===== src/rtl/pbus_sequencer.sv =====
module pbus_sequencer #(
  parameter int ADDR_W = 16,
  parameter int DATA_W = 32,
  parameter int SLOT_W = 3,
  parameter int NSLV   = 5
) (
  input  logic              clk,
  input  logic              rst_n,
  input  logic              cmd_valid,
  input  logic [ADDR_W-1:0] cmd_addr,
  input  logic              cmd_write,
  input  logic [DATA_W-1:0] cmd_wdata,
  output logic              cmd_ready,
  output logic              cmd_done,
  output logic [DATA_W-1:0] cmd_rdata,
  output logic [NSLV-1:0]   bus_sel,
  output logic              bus_enable,
  output logic [ADDR_W-1:0] bus_addr,
  output logic              bus_write,
  output logic [DATA_W-1:0] bus_wdata,
  input  logic [DATA_W-1:0] bus_rdata
);

  localparam int SLOT_LSB = ADDR_W - SLOT_W;

  typedef enum logic [1:0] {IDLE = 2'd0, SETUP = 2'd1, ACCESS = 2'd2} phase_t;

  phase_t            state, state_nx;
  logic [NSLV-1:0]   sel_q, sel_dec;
  logic [ADDR_W-1:0] addr_q;
  logic [DATA_W-1:0] wdata_q, rdata_q;
  logic              wr_q, done_q;
  logic              take;

  wire [SLOT_W-1:0] slot = cmd_addr[ADDR_W-1:SLOT_LSB];

  always_comb begin
    sel_dec = '0;
    for (int i = 0; i < NSLV; i++)
      if (slot == SLOT_W'(i)) sel_dec[i] = 1'b1;
  end

  assign cmd_ready = (state == IDLE) || (state == ACCESS);
  assign take      = cmd_valid && cmd_ready;

  always_comb begin
    case (state)
      IDLE:    state_nx = take ? SETUP : IDLE;
      SETUP:   state_nx = ACCESS;
      ACCESS:  state_nx = take ? SETUP : IDLE;
      default: state_nx = IDLE;
    endcase
  end

  always_ff @(posedge clk) begin
    if (!rst_n) begin
      state   <= IDLE;
      sel_q   <= '0;
      addr_q  <= '0;
      wr_q    <= 1'b0;
      wdata_q <= '0;
      done_q  <= 1'b0;
      rdata_q <= '0;
    end else begin
      state  <= state_nx;
      done_q <= (state == ACCESS);
      if (state == ACCESS)
        rdata_q <= (!wr_q && |sel_q) ? bus_rdata : '0;
      if (take) begin
        sel_q   <= sel_dec;
        addr_q  <= cmd_addr;
        wr_q    <= cmd_write;
        wdata_q <= cmd_wdata;
      end
    end
  end

  assign bus_sel    = (state == IDLE) ? '0 : sel_q;
  assign bus_enable = (state == ACCESS);
  assign bus_addr   = addr_q;
  assign bus_write  = wr_q;
  assign bus_wdata  = wdata_q;
  assign cmd_done   = done_q;
  assign cmd_rdata  = rdata_q;

endmodule


===== config.mk =====
export PLATFORM = sky130hd
export DESIGN_NAME = pbus_sequencer
export DESIGN_NICKNAME = d
export VERILOG_FILES = /design/src/rtl/pbus_sequencer.sv
export SDC_FILE = /design/constraint.sdc
export NUM_CORES = 1
export LEC_CHECK = 0
export BUFFER_PORTS_ARGS = -buffer_cell sky130_fd_sc_hd__buf_2
export CAP_MARGIN = 30
export CORE_AREA = 2 2 92 94
export DETAILED_ROUTE_END_ITERATION = 7
export DIE_AREA = 0 0 94 96
export GPL_TIMING_DRIVEN = 1
export PLACE_DENSITY = 0.75
export SLEW_MARGIN = 20
export SYNTH_ARGS = -nofsm -noshare
export SYNTH_HDL_FRONTEND = slang
export SYNTH_SLANG_ARGS = --single-unit
export TNS_END_PERCENT = 50

===== constraint.sdc =====
create_clock -name clk -period 1.55 [get_ports clk]
set_input_delay 0.155 -clock clk [delete_from_list [all_inputs] [get_ports clk]]
set_output_delay 0.155 -clock clk [all_outputs]
set_load 0.03 [all_outputs]

==> results.yml <==
run_status:
  status: "finished with violations"
  violations: "negative setup slack"
worst_setup_path:
  cp_data_required_time_ns: 1.79
  critical_path_class: "register to register"
  arrival_ns: 1.84
  startpoint_type: "register"
  cp-end-kind: "register"
  path_max_fanout: 8
  crit_chain: "or4_4 -> o2111a_2 -> a22o_1"
  worst_path_max_delay_cell: "or4_4"
  slowest_delay_ns: 0.57
yosys:
  yosysSeqAreaShare_pct: 57.1
  yosysUniqueCellTypes: 19
  netlist_area_sq_um: 3120
  synth_top_family_by_area: "compound AO/OA/AOI/OAI gates"
  synth_mux_area_share_pct: 0
  synthTopCellsByCount: "nand2_1 (103), dfxtp_1 (89), a21boi_1 (54), a22o_1 (32), clkbuf_1 (19)"
  synthSimpleGateAreaFrac_pct: 16.6
  syn_nets: 410
  synthTopCellsByArea: "dfxtp_1 (57%), a21boi_1 (13%), nand2_1 (12%), a22o_1 (9.0%), clkbuf_1 (2.3%)"
  ys.flop_type: "dfxtp_1"
  synth-compound-area-share_pct: 22.4
  ys_warn_count: 0
  synth_top_area_cell: "dfxtp_1"
  synth.top_cell.area_share_pct: 57.1
  yosysMostFrequentCell: "nand2_1"
  synth-async-reset-ratio_pct: 0
  ys_ff_latch: 89
  syn_inst: 326
  synth_fa_ha_area_share_pct: 0
  synth_edf_count: 0
  syn_avg_cell_area_sq_um: 9.58
  synth-xor-area-share_pct: 0
grt:
  gr-total-overflow: 0
  antenna_found_initial: 0
  grt_usage_pct: 19.0
  grt_pass1_wl_mm: 13.4
  first_global_vias: 2890
  grt_max_degree: 58
detailed_routing:
  ant_nets: 0
  wl_per_cell_microns: 13.8
  viasPerCell: 4.82
  drc_errors: 0
  drt_iter0_drc: 56
  wl_mm: 8.47
  vias: 2948
  first_pass_iters: 4
clock_network:
  clock_path_buffers: 2
  clock_sinks: 89
  clockRootBuffer: "clkbuf_8"
  post-cts-setup-buffer-count: 0
  h-tree-depth: 3
  cts_tree: "yes"
  cts_buffers: 9
  path_clk_slew_ns: 0.10
  clk_latency_ns: 0.35
cells_and_area:
  num_antenna_cells: 0
  nets: 586
  syn2layout_area_growth_pct: 42.4
  drive_above_1_share_pct: 41.2
  fin_util_pct: 55.2
flow_run:
  maxCapViolCount: 0
place:
  place_ws_ns: -0.155
  hpwl_mm: 5.82
  gp_congestion: 0.707
  io_buffers: 172
sta:
  fin_worst_skew_ns: 0.0131
  setup_violations: 26
  drv_slew: 0
  hold_ws_ns: 0.0219
  worst_slack_ns: -0.0467
  hold_viol: 0
  fmax_ghz: 0.626
  tightest_slew_ns: 0.464
  rsz0062_at_grt: "true"
  slew_headroom_pct: 69.1
  period_share_pct: 103
  fin_crit_ns: 1.60
floorplanning:
  io_pins: 173
  start_util_pct: 38.8
  core_area_sq_um: 8050
  die_h_microns: 96
  dieArea_sq_um: 9020
  rows: 33
  die_w_microns: 94
min_path:
  hp-class: "primary input to register"
power_and_ir_drop:
  vdd_drop_max_uv: 544
  power_density_nw_per_um2: 1120
  leakage_nw: 2.18
==> path summary, 6_finish.rpt <==
path	cells after the start	slack, ns	startpoint	end
min reg2reg	2	0.45	bus_wdata[8]$_SDFFE_PN0P_	bus_wdata[8]$_SDFFE_PN0P_
max reg2reg	3	-0.05	sel_q[0]$_SDFFE_PN0P_	cmd_rdata[24]$_SDFFE_PN0P_
min	3	0.02	cmd_wdata[21]	bus_wdata[21]$_SDFFE_PN0P_
max	3	-0.05	sel_q[0]$_SDFFE_PN0P_	cmd_rdata[24]$_SDFFE_PN0P_
==> critical path: cells and delay by family, from the launching register on <==
| kind | cells | cell delay (ns) |
|---|---|---|
| compound gates | 2 | 0.60 |
| simple gates | 1 | 0.57 |
| flops | 1 | 0.32 |
==> flip-flops by register name, summed over array words and instances (netlist names) <==
register / flops
cmd_done: 1
cmd_rdata: 32
bus_addr: 16
sel_q: 5
state: 2
bus_wdata: 32
bus_write: 1
==> cells by family (layout without fill, tap and decap cells) <==
group,after synthesis,in the layout
AOI/OAI and AO/OA,87,90
DFF,89,89
and+or+nand+nor,123,123
buffers and inverters,27,205
==> metal layers <==
metal | share of wire (%) | vias to the layer above | track usage (%)
met3 | 9.7 | 8 | 7.67
met1 | 42 | 1345 | 22.0
met5 | 0 | - | 0
met2 | 47 | 129 | 32.3
li1 | - | 1466 | -
met4 | 1.1 | 0 | 6.04
==> cell type report <==
| type | count | area, sq um |
|---|---|---|
| Fill cell | 755 | 3600 |
| Sequential cell | 89 | 1780 |
| Multi-Input combinational cell | 213 | 1290 |
| Timing Repair Buffer | 187 | 997 |
| Tap cell | 105 | 131 |
| Clock buffer | 10 | 128 |
| Clock inverter | 6 | 115 |
| Inverter | 2 | 7.51 |
==> report_power, final <==
part / switching (mW) / internal, mW / leakage [nW]
Clock: 0.836 / 1.08 / 0.117
Sequential: 0.0418 / 2.37 / 0.726
Combinational: 0.396 / 0.246 / 1.33
==> placed cells by master, fill, tap and decap left out, types with 2 or more instances in the layout <==
cell type,Yosys,final
nor2b_1,8,5
a21boi_1,54,54
buf_2,0,172
o2111a_2,1,4
dlygate4sd3_1,0,3
nand2_1,103,103
nor2b_4,0,2
clkbuf_8,0,9
or4b_1,2,2
bufinv_16,0,3
a22o_1,32,32
buf_4,0,10
dfxtp_1,89,89
and2_1,2,2
inv_1,2,2
==> metrics by stage <==
| step | setup TNS, ns | cell area [sq um] | total power, mW | instances |
|---|---|---|---|---|
| global route | -1.56 | 4450 | 5.22 | 612 |
| global placement | -4.35 | 4110 | 3.08 | 589 |
| CTS | -0.546 | 4410 | 5.03 | 609 |
| floorplan | -0.123 | 3130 | 2.83 | 326 |
| detailed placement | -4.20 | 4120 | 3.10 | 590 |
| finish | -0.487 | 4450 | 4.97 | 612 |
==> repair_timing <==
action                     in CTS  in global routing
resized for setup               5                  2
pin swaps                       4                  2
hold endpoints to repair        0                  3
cloned                          3                  0
setup endpoints to repair      37                 38
hold buffers                    0                  3
Note: power is estimated with default switching activity, not from simulation.
